[config.mk]
export PLATFORM = sky130hd
export DESIGN_NAME = proto_tmo_timer
export DESIGN_NICKNAME = d
export VERILOG_FILES = /design/src/rtl/tmo_pkg.sv /design/src/rtl/tmo_tick_sel.sv /design/src/rtl/tmo_down_cnt.sv /design/src/rtl/tmo_retry_ctrl.sv /design/src/rtl/proto_tmo_timer.sv
export SDC_FILE = /design/constraint.sdc
export NUM_CORES = 1
export LEC_CHECK = 0
export CAP_MARGIN = 5
export CORE_AREA = 2 2 58 60
export DETAILED_ROUTE_END_ITERATION = 10
export DIE_AREA = 0 0 60 62
export DONT_BUFFER_PORTS = 1
export HOLD_SLACK_MARGIN = 0.06
export PLACE_DENSITY = 0.71
export SLEW_MARGIN = 25
export SYNTH_ARGS = -nofsm -noshare
export SYNTH_HDL_FRONTEND = slang
export SYNTH_SLANG_ARGS = --single-unit
[constraint.sdc]
create_clock -name clk_i -period 2.4 [get_ports clk_i]
set_input_delay 0.24 -clock clk_i [delete_from_list [all_inputs] [get_ports clk_i]]
set_output_delay 0.24 -clock clk_i [all_outputs]
set_load 0.02 [all_outputs]
[src/rtl/tmo_pkg.sv]
package tmo_pkg;
  typedef struct packed {
    logic load;
    logic stop;
    logic clr;
    logic inc;
    logic irq;
    logic poll;
  } tmo_act_t;
endpackage

[src/rtl/tmo_tick_sel.sv]
module tmo_tick_sel (
  input  logic src_sel_i,
  input  logic active_i,
  input  logic txclk_tick_i,
  input  logic fsync_tick_i,
  output logic tick_o
);
  logic raw;
  assign raw    = src_sel_i ? fsync_tick_i : txclk_tick_i;
  assign tick_o = raw & active_i;
endmodule

[src/rtl/tmo_down_cnt.sv]
module tmo_down_cnt #(
  parameter int W = 16
) (
  input  logic         clk_i,
  input  logic         rst_ni,
  input  logic         load_i,
  input  logic [W-1:0] value_i,
  input  logic         dec_i,
  output logic         expire_o
);
  logic [W-1:0] cnt_q;
  logic         last;

  // zero or one remaining: this tick ends the period (period 0 acts as 1)
  assign last     = (cnt_q <= W'(1));
  assign expire_o = dec_i & last;

  always_ff @(posedge clk_i or negedge rst_ni) begin
    if (!rst_ni)                     cnt_q <= '0;
    else if (load_i)                 cnt_q <= value_i;
    else if (dec_i && cnt_q != '0)   cnt_q <= cnt_q - W'(1);
  end
endmodule

[src/rtl/tmo_retry_ctrl.sv]
module tmo_retry_ctrl
  import tmo_pkg::*;
#(
  parameter int CNT_W = 3
) (
  input  logic             clk_i,
  input  logic             rst_ni,
  input  logic [CNT_W-1:0] count_i,
  input  logic             auto_mode_i,
  input  logic             start_i,
  input  logic             reset_i,
  input  logic             ack_i,
  input  logic             expire_i,
  output logic             active_o,
  output tmo_act_t         act_o
);
  localparam logic [CNT_W-1:0] UNLIM = '1;

  logic             active_q;
  logic [CNT_W-1:0] ret_q;
  logic             unlimited;
  logic             may_retry;
  tmo_act_t         a;

  assign unlimited = (count_i == UNLIM);
  assign may_retry = unlimited | (ret_q < count_i);

  always_comb begin
    a = '0;
    if (reset_i) begin
      a.stop = 1'b1;
    end else if (auto_mode_i && ack_i && active_q) begin
      a.stop = 1'b1;
      a.clr  = 1'b1;
    end else if (start_i) begin
      a.load = 1'b1;
      a.clr  = 1'b1;
    end else if (expire_i) begin
      if (may_retry) begin
        a.load = 1'b1;
        a.inc  = ~unlimited;
        a.poll = auto_mode_i;
        a.irq  = ~auto_mode_i;
      end else begin
        a.stop = 1'b1;
        a.irq  = 1'b1;
      end
    end
  end

  always_ff @(posedge clk_i or negedge rst_ni) begin
    if (!rst_ni) begin
      active_q <= 1'b0;
      ret_q    <= '0;
    end else begin
      if (a.stop)      active_q <= 1'b0;
      else if (a.load) active_q <= 1'b1;
      if (a.clr)       ret_q <= '0;
      else if (a.inc)  ret_q <= ret_q + CNT_W'(1);
    end
  end

  assign active_o = active_q;
  assign act_o    = a;
endmodule

[src/rtl/proto_tmo_timer.sv]
module proto_tmo_timer
  import tmo_pkg::*;
#(
  parameter int PERIOD_W = 16,
  parameter int CNT_W    = 3
) (
  input  logic                clk_i,
  input  logic                rst_ni,
  input  logic [PERIOD_W-1:0] period_i,
  input  logic [CNT_W-1:0]    count_i,
  input  logic                auto_mode_i,
  input  logic                src_sel_i,
  input  logic                start_i,
  input  logic                reset_i,
  input  logic                txclk_tick_i,
  input  logic                fsync_tick_i,
  input  logic                ack_i,
  output logic                poll_req_o,
  output logic                irq_o
);
  logic     tmr_active;
  logic     tick;
  logic     expire;
  tmo_act_t act;
  logic     poll_q, irq_q;

  tmo_tick_sel u_sel (
    .src_sel_i    (src_sel_i),
    .active_i     (tmr_active),
    .txclk_tick_i (txclk_tick_i),
    .fsync_tick_i (fsync_tick_i),
    .tick_o       (tick)
  );

  tmo_down_cnt #(.W(PERIOD_W)) u_cnt (
    .clk_i    (clk_i),
    .rst_ni   (rst_ni),
    .load_i   (act.load),
    .value_i  (period_i),
    .dec_i    (tick),
    .expire_o (expire)
  );

  tmo_retry_ctrl #(.CNT_W(CNT_W)) u_ctrl (
    .clk_i       (clk_i),
    .rst_ni      (rst_ni),
    .count_i     (count_i),
    .auto_mode_i (auto_mode_i),
    .start_i     (start_i),
    .reset_i     (reset_i),
    .ack_i       (ack_i),
    .expire_i    (expire),
    .active_o    (tmr_active),
    .act_o       (act)
  );

  always_ff @(posedge clk_i or negedge rst_ni) begin
    if (!rst_ni) begin
      poll_q <= 1'b0;
      irq_q  <= 1'b0;
    end else begin
      poll_q <= act.poll;
      irq_q  <= act.irq;
    end
  end

  assign poll_req_o = poll_q;
  assign irq_o      = irq_q;
endmodule

# After elaboration in Yosys (flattened, before gate mapping)
# Cells that the tools add are included.
[word_totals]
register_bits = 22
word_cells = 46
[classes]
addsub = 2
order_cmp = 2
n_eq_ne = 1
n_mux = 24
bitwise = 5
reduce_logical = 7
[op_table]
columns = ["op", "n"]
rows = [
  ["$mux W16", 2],
  ["$le A16 B1 Y1 const B", 1],
  ["$reduce_bool A16 Y1", 1],
  ["$sub A16 B1 Y16 const B", 1],
  ["$mux W3", 5],
  ["$mux W1", 14],
  ["$reduce_bool A2 Y1", 3],
  ["$mux W2", 2],
  ["$mux W4", 1],
  ["$add A3 B1 Y3 const B", 1],
  ["$eq A3 B3 Y1 const B", 1],
  ["$logic_and A1 B1 Y1", 3],
  ["$lt A3 B3 Y1", 1],
  ["$and A1 B1 Y1", 2],
  ["$not A1 Y1", 2],
  ["$or A1 B1 Y1", 1],
]

# Logic depth before layout (Yosys ltp)
# Gate-level depths: netlist of the first run.
[depth]
depth_word = 9
depth_mapped = 7
depth_no_buf = 7

# Hierarchy
# Synthesis of the first run repeated with hierarchy kept, for this count alone.
[hier_totals]
hier_cells = 164
area_unflattened_um2 = 1471.4
[modules_own_cells]
columns = ["mod", "instances", "cells_per_inst", "area_each_um2", "seq_area_each_um2"]
rows = [
  ["tmo_down_cnt", 1, 121, 1047.3, 400.4],
  ["tmo_retry_ctrl", 1, 39, 357.8, 100.1],
  ["proto_tmo_timer", 1, 2, 50.0, 50.0],
  ["tmo_tick_sel", 1, 2, 16.3, 0.0],
]

# Worst setup path after synthesis of the first run
# No wires, ideal clock.
[synth_path]
path_kind = "reg-to-reg"
from = "reg u_cnt.cnt_q[0]"
to = "reg u_cnt.cnt_q[10]"
setup_ps = 125
arrival_ps = 1881
path_slack_ps = 394
path_stages_with_launch = 8
period_less_slack_ps = 2006
path_cell_list = "dfrtp_1 > inv_1 > ha_1 > o2111ai_1 > a311oi_2 > o21ai_2 > buf_6 > mux2_4"
[synth_via]
elab_chain_cells = 7
elab_cells_between_ends = 12
[synth_lines]
columns = ["item", "line", "text"]
rows = [
  ["start: declaration", "tmo_down_cnt.sv:11", "logic [W-1:0] cnt_q;"],
  ["start signal: assignment", "tmo_down_cnt.sv:20", "else if (load_i) cnt_q <= value_i;"],
  ["start signal: assignment", "tmo_down_cnt.sv:21", "else if (dec_i && cnt_q != '0) cnt_q <= cnt_q - W'(1);"],
  ["$le A16 B1 Y1", "tmo_down_cnt.sv:15", "assign last = (cnt_q <= W'(1));"],
  ["$and A1 B1 Y1", "tmo_down_cnt.sv:16", "assign expire_o = dec_i & last;"],
  ["$mux W2", "tmo_retry_ctrl.sv:38", "end else if (expire_i) begin"],
  ["$mux W1", "tmo_retry_ctrl.sv:35", "end else if (start_i) begin"],
  ["$mux W1", "tmo_retry_ctrl.sv:32", "end else if (auto_mode_i && ack_i && active_q) begin"],
  ["$mux W1", "tmo_retry_ctrl.sv:30", "if (reset_i) begin"],
  ["$mux W16 or $reduce_bool A2 Y1 (tied branches)", "n/a", ""],
]
# Parallel ways exist; a longest one is shown, timed or not. The select of a mux whose other input is x is not followed.
# A chain may end at the register's enable or synchronous reset.

# Worst setup path after layout of the first run
[layout_path]
from = "reg u_cnt.cnt_q[4]"
to = "reg u_cnt.cnt_q[13]"
# Same word-level chain as after synthesis.

==> results.md, run 1 <==
- Post-DR wirelength/cell: 15.04 um
- Worst rel slew slack: 55.20%
- Cells after Synth: 137
- Clock transition at path regs: 0.12 ns
- Fmax: 462.8 MHz
- GR peak layer: met2
- Crit Path Class: reg2reg
- Fillers: 294
- RSZ-0062 raised after global routing: no
- Height of the die: 62 um
- Status: finished, final reports clean
- I/O pin count: 30
- CTS H-tree lvls: 1
- Clk_lat worst skew: 0.30 ns
- GR Util met3: 2.070%
- DRC errors left: 0
- CTS tree: built
- Netlist cell types: 42
- Area of the die: 0.003720 mm^2
- Max Clock Skew: 0.006293 ns
- Setup slack, reg-to-reg: 0.24 ns
- Most frequent cells in the layout: dfrtp_1, xnor2_1, dlygate4sd3_1
- Starting Density: 47.50%
- Tmin final: 2.161 ns
- Required time worst endpoint: 2.60 ns
- Share of cells above drive strength 1: 23.72%
- Final #Nets: 191
- Static leakage: 0.7097 nW
- TritonCTS Buffers: 3
- Vias/cell: 5.629
- PD cells: 623.5 mW/mm^2
- Peak supply drop: 0.3298 mV
- Pin count of the biggest net entering global routing: 23
- Ant. Diodes: 0
- YS warnings: 0
- Commonest non-fill, non-tap cell in the layout: dfrtp_1
- Starting DRT DRC Count: 36
- Synth-to-Final Area Change: 16.90%
- CP max stage cell: or4b_1
- Total iterations of the first detailed-routing run: 4
- DP Wirelength: 2350 um
- Met1 usage: 21.65%
- Post-route ant nets: 0
- Yosys top cell area share: 36.45%
- MaxCap Viol Count: 0
- Leading post-synthesis cells by cell area: dfrtp_1, mux2_4, xnor2_1
- Finished Layout Cells: 202
- Final worst-path cycle share: 90.03%
- Total negative slack: 0 ns
- Area post-placement: 0.001582 mm^2
- # port buffers: 0
- Post-synthesis sequential area ratio: 36.45%
- Area leader, netlist: dfrtp_1
- Synth async-reset ratio: 100.0%
- Via count: 1137
- Post-synth top flop: dfrtp_1
- Count of pins over their slew limit: 0
- Worst Max-Slew Pin Slew: 0.6695 ns
- Vias in the first global route: 1115
- Startpoint types: register
- CTS Sinks: 22
- Critical Path End Type: register
- Largest delay contributor family on the critical path: simple AND/OR/NAND/NOR gates
- Final WL: 3038 um
- Gp weighted congestion: 0.7853
- Met2 Use GR: 32.30%
- Post-route cell area: 0.001765 mm^2
- HP Class: in2reg
- Cell Area, Synth: 0.001510 mm^2
- Worst Path Arrival: 2.36 ns
- Grt ovf: 0
- Total GRT Usage: 17.53%
- Worst path cell trace: or4b_1 > nor4_4 > nand4b_1 > xnor2_1 > mux2_4
- First-pass GRT wire length: 4892 um
- Core box area: 0.003179 mm^2
- Initial antenna violation count: 0
- DP Cell Count: 184
- Final Total Pwr: 1.101 mW
- Register bit total from synthesis: 22
- Longest Clk Path Bufs: 2
- Clk root buf: clkbuf_4
- Endpoints failing hold: 0
- Number of synthesized flops with an enable pin: 0
- Die Width: 60 um
- Num rows: 21
- Critical Path Fanout Max: 6
- # setup viols final: 0
- Buf+Inv Stages, Crit Path: 0
- Setup bufs post-CTS: 0
- Crit path largest cell delay: 0.65 ns
- Synth Net Count: 171
- Synth Area per Inst: 11.02 um^2
## through the flow
| stage | utilization (%) | hold WS [ns] | setup WS (ns) |
|---|---|---|---|
| finish | 55.53 | 0.07566 | 0.2393 |
| global route | 55.53 | 0.06041 | 0.1173 |
| CTS | 52.07 | 0.06027 | 0.1868 |
| detailed placement | 49.74 | -0.05497 | 0.01028 |
| global placement | 49.74 | -0.05500 | 0.05008 |
| floorplan | - | -0.05559 | 0.3937 |
## routing by layer
metal  part of all wire, %  routed length [um]  up-vias
li1                      -                   -      549
met1                    42                1271      562
met2                    53                1613       24
met3                   4.5                 138        2
met4                  0.43                  13        0
met5                     0                   0        -
## layout make-up
class                   count  area [um^2]  area share, %
repair buffers             19        172.7          9.780
clock buffers               4        36.28          2.055
flip-flops and latches     22        550.5          31.18
well taps                  46        57.56          3.260
multi-input cells         106        929.6          52.66
inverters                   5        18.77          1.063
## final timing paths
path,start,endpoint,depth (start not counted)
max,u_cnt.cnt_q[4],u_cnt.cnt_q[13],5
min,period_i[5],u_cnt.cnt_q[5],1
max reg2reg,u_cnt.cnt_q[4],u_cnt.cnt_q[13],5
min reg2reg,u_ctrl.ret_q[1],u_ctrl.ret_q[1],2
max in group asynchronous,rst_ni,u_cnt.cnt_q[14],2
min in group asynchronous,rst_ni,u_cnt.cnt_q[5],2
## report_power, final
part	leakage, nW	internal (mW)	switching, mW
logic	0.419	0.211	0.149
clock network	0.0210	0.0925	0.110
registers	0.270	0.442	0.0963
## synth_stat cells (all sizes together) (2+ instances only)
cell type,number
dfrtp,22
mux2,17
xnor2,15
nand3,9
nand2,7
ha,6
inv,5
nor2,5
nor4,5
o211ai,5
nor3,3
o21ai,3
a2111oi,2
a21oi,2
a31oi,2
and2,2
buf,2
clkbuf,2
mux2i,2
nand2b,2
nand4b,2
nor3b,2
or3,2
or4,2
## logic make-up after synthesis
family	share of synthesized area (%)
compound gates	10.77
xor+xnor	8.700
fa+ha+maj	4.971
buf+inv	2.817
flops	36.45
mux	16.24
simple gates	20.05
## what timing repair did
item,in CTS,in global routing
resized for setup,1,1
cloned,0,0
endpoints found under the hold margin,24,32
endpoints found under the setup margin,3,2
hold buffers,3,11
## registers in the layout (all words and copies together) (netlist names)
name	cells
irq_o	1
poll_req_o	1
u_cnt.cnt_q	16
u_ctrl.active_o	1
u_ctrl.ret_q	3
No activity file was read; power rests on OpenSTA's default activity.
==> run 2: changes to the inputs <==
- RECOVER_POWER: default -> 50
==> results.md, run 2 (same netlist as run 1, synthesis figures left out) <==
- Status: finished, final reports clean
- Fmax: 462.8 MHz
- Total iterations of the first detailed-routing run: 4
- Num rows: 21
- R2R Path Start: u_cnt.cnt_q[4]
- HP Start: period_i[5]
- Vias/cell: 5.634
- Clock transition at path regs: 0.12 ns
- Worst rel slew slack: 20.39%
- PD cells: 623.9 mW/mm^2
- Clk root buf: clkbuf_4
- Commonest non-fill, non-tap cell in the layout: dfrtp_1
- DRC errors left: 0
- Post-route cell area: 0.001764 mm^2
- Crit path depth: 5
- RSZ-0062 raised after global routing: no
- DP Wirelength: 2350 um
- Total GRT Usage: 17.53%
- Share of cells above drive strength 1: 23.08%
- Buf+Inv Stages, Crit Path: 0
- Worst path cell trace: or4b_1 > nor4_4 > nand4b_1 > xnor2_1 > mux2_4
- Grt ovf: 0
- Area of the die: 0.003720 mm^2
- Starting DRT DRC Count: 36
- Max reg flops: 16
- I/O pin count: 30
- Ant. Diodes: 0
- Post-route ant nets: 0
- Total negative slack: 0 ns
- Top flop regs: u_cnt.cnt_q (16), u_ctrl.ret_q (3)
- Clk_lat worst skew: 0.30 ns
- # setup viols final: 0
- Setup bufs post-CTS: 0
- Worst Path Arrival: 2.36 ns
- Tmin final: 2.161 ns
- Post-DR wirelength/cell: 15.03 um
- Required time worst endpoint: 2.60 ns
- Max Clock Skew: 0.006293 ns
- Most frequent cells in the layout: dfrtp_1, xnor2_1, dlygate4sd3_1
- Synth-to-Final Area Change: 16.82%
- Core box area: 0.003179 mm^2
- Static leakage: 0.7070 nW
- CTS H-tree lvls: 1
- First-pass GRT wire length: 4892 um
- Startpoint types: register
- Via count: 1138
- Critical Path Fanout Max: 6
- Initial antenna violation count: 0
- Pin count of the biggest net entering global routing: 23
- Peak supply drop: 0.3297 mV
- Endpoints failing hold: 0
- Crit path launch: u_cnt.cnt_q[4]
- Gp weighted congestion: 0.7853
- Starting Density: 47.50%
- R2R depth: 5
- CTS tree: built
- Height of the die: 62 um
- Final #Nets: 191
- MaxCap Viol Count: 0
- HP Class: in2reg
- CTS Sinks: 22
- # port buffers: 0
- Worst Max-Slew Pin Slew: 1.194 ns
- Vias in the first global route: 1115
- Cell count of the worst hold path: 1
- Area post-placement: 0.001582 mm^2
- Crit Path Class: reg2reg
- Reg with most FFs: u_cnt.cnt_q
- CP max stage cell: or4b_1
- Final WL: 3036 um
- Count of pins over their slew limit: 0
- TritonCTS Buffers: 3
- Longest Clk Path Bufs: 2
- Final worst-path cycle share: 90.03%
- Die Width: 60 um
- Critical Path End Type: register
- Crit path largest cell delay: 0.65 ns
- Largest delay contributor family on the critical path: simple AND/OR/NAND/NOR gates
## run 2: cell count changes in the layout (fill, tap and decap cells not counted)
cell / previous run / this run
buf_2: 1 / 0
clkbuf_1: 0 / 1
## run 2: cell type report
| cell class | count | area [um^2] |
|---|---|---|
| well taps | 46 | 57.56 |
| repair buffers | 19 | 171.4 |
| flip-flops and latches | 22 | 550.5 |
| clock buffers | 4 | 36.28 |
| fillers | 295 | 1415 |
| multi-input cells | 106 | 929.6 |
| inverters | 5 | 18.77 |
## run 2: through the flow
step | setup slack (ns) | util [%] | instances | hold slack (ns) | power (mW)
after detailed placement | 0.01028 | 49.74 | 184 | -0.05497 | 0.8749
after global placement | 0.05008 | 49.74 | 184 | -0.05500 | 0.8485
after floorplan | 0.3937 | - | 137 | -0.05559 | 0.7846
after CTS | 0.1868 | 52.07 | 191 | 0.06027 | 1.097
after global routing | 0.1173 | 55.49 | 202 | 0.06041 | 1.171
final | 0.2393 | 55.49 | 202 | 0.07566 | 1.101
## run 2: worst paths after layout
check | endpoint | slack [ns]
min in group asynchronous | u_cnt.cnt_q[4] | 0.68
hold / removal | u_cnt.cnt_q[5] | 0.08
setup reg to reg | u_cnt.cnt_q[13] | 0.24
max in group asynchronous | u_cnt.cnt_q[14] | 1.00
hold reg to reg | u_ctrl.ret_q[1] | 0.57
setup / recovery | u_cnt.cnt_q[13] | 0.24
## run 2: where the power goes
part	total, mW	switching (mW)	leakage [nW]	internal (mW)
Clock	0.203	0.110	0.0210	0.0925
Combinational	0.360	0.149	0.416	0.211
Sequential	0.538	0.0963	0.270	0.442
Total	1.10	0.356	0.707	0.745
## run 2: routing by layer
metal	vias to the layer above	global-route usage (%)	wire, um
met5	-	0	0
met4	0	4.762	13
met3	2	2.070	138
met2	24	32.30	1616
met1	563	21.65	1268
li1	549	-	-
## run 2: repair_timing
item,CTS,global route
pin swaps,0,0
resized for setup,1,1
hold buffers,3,11
endpoints found under the setup margin,3,2
hold endpoints to repair,24,32
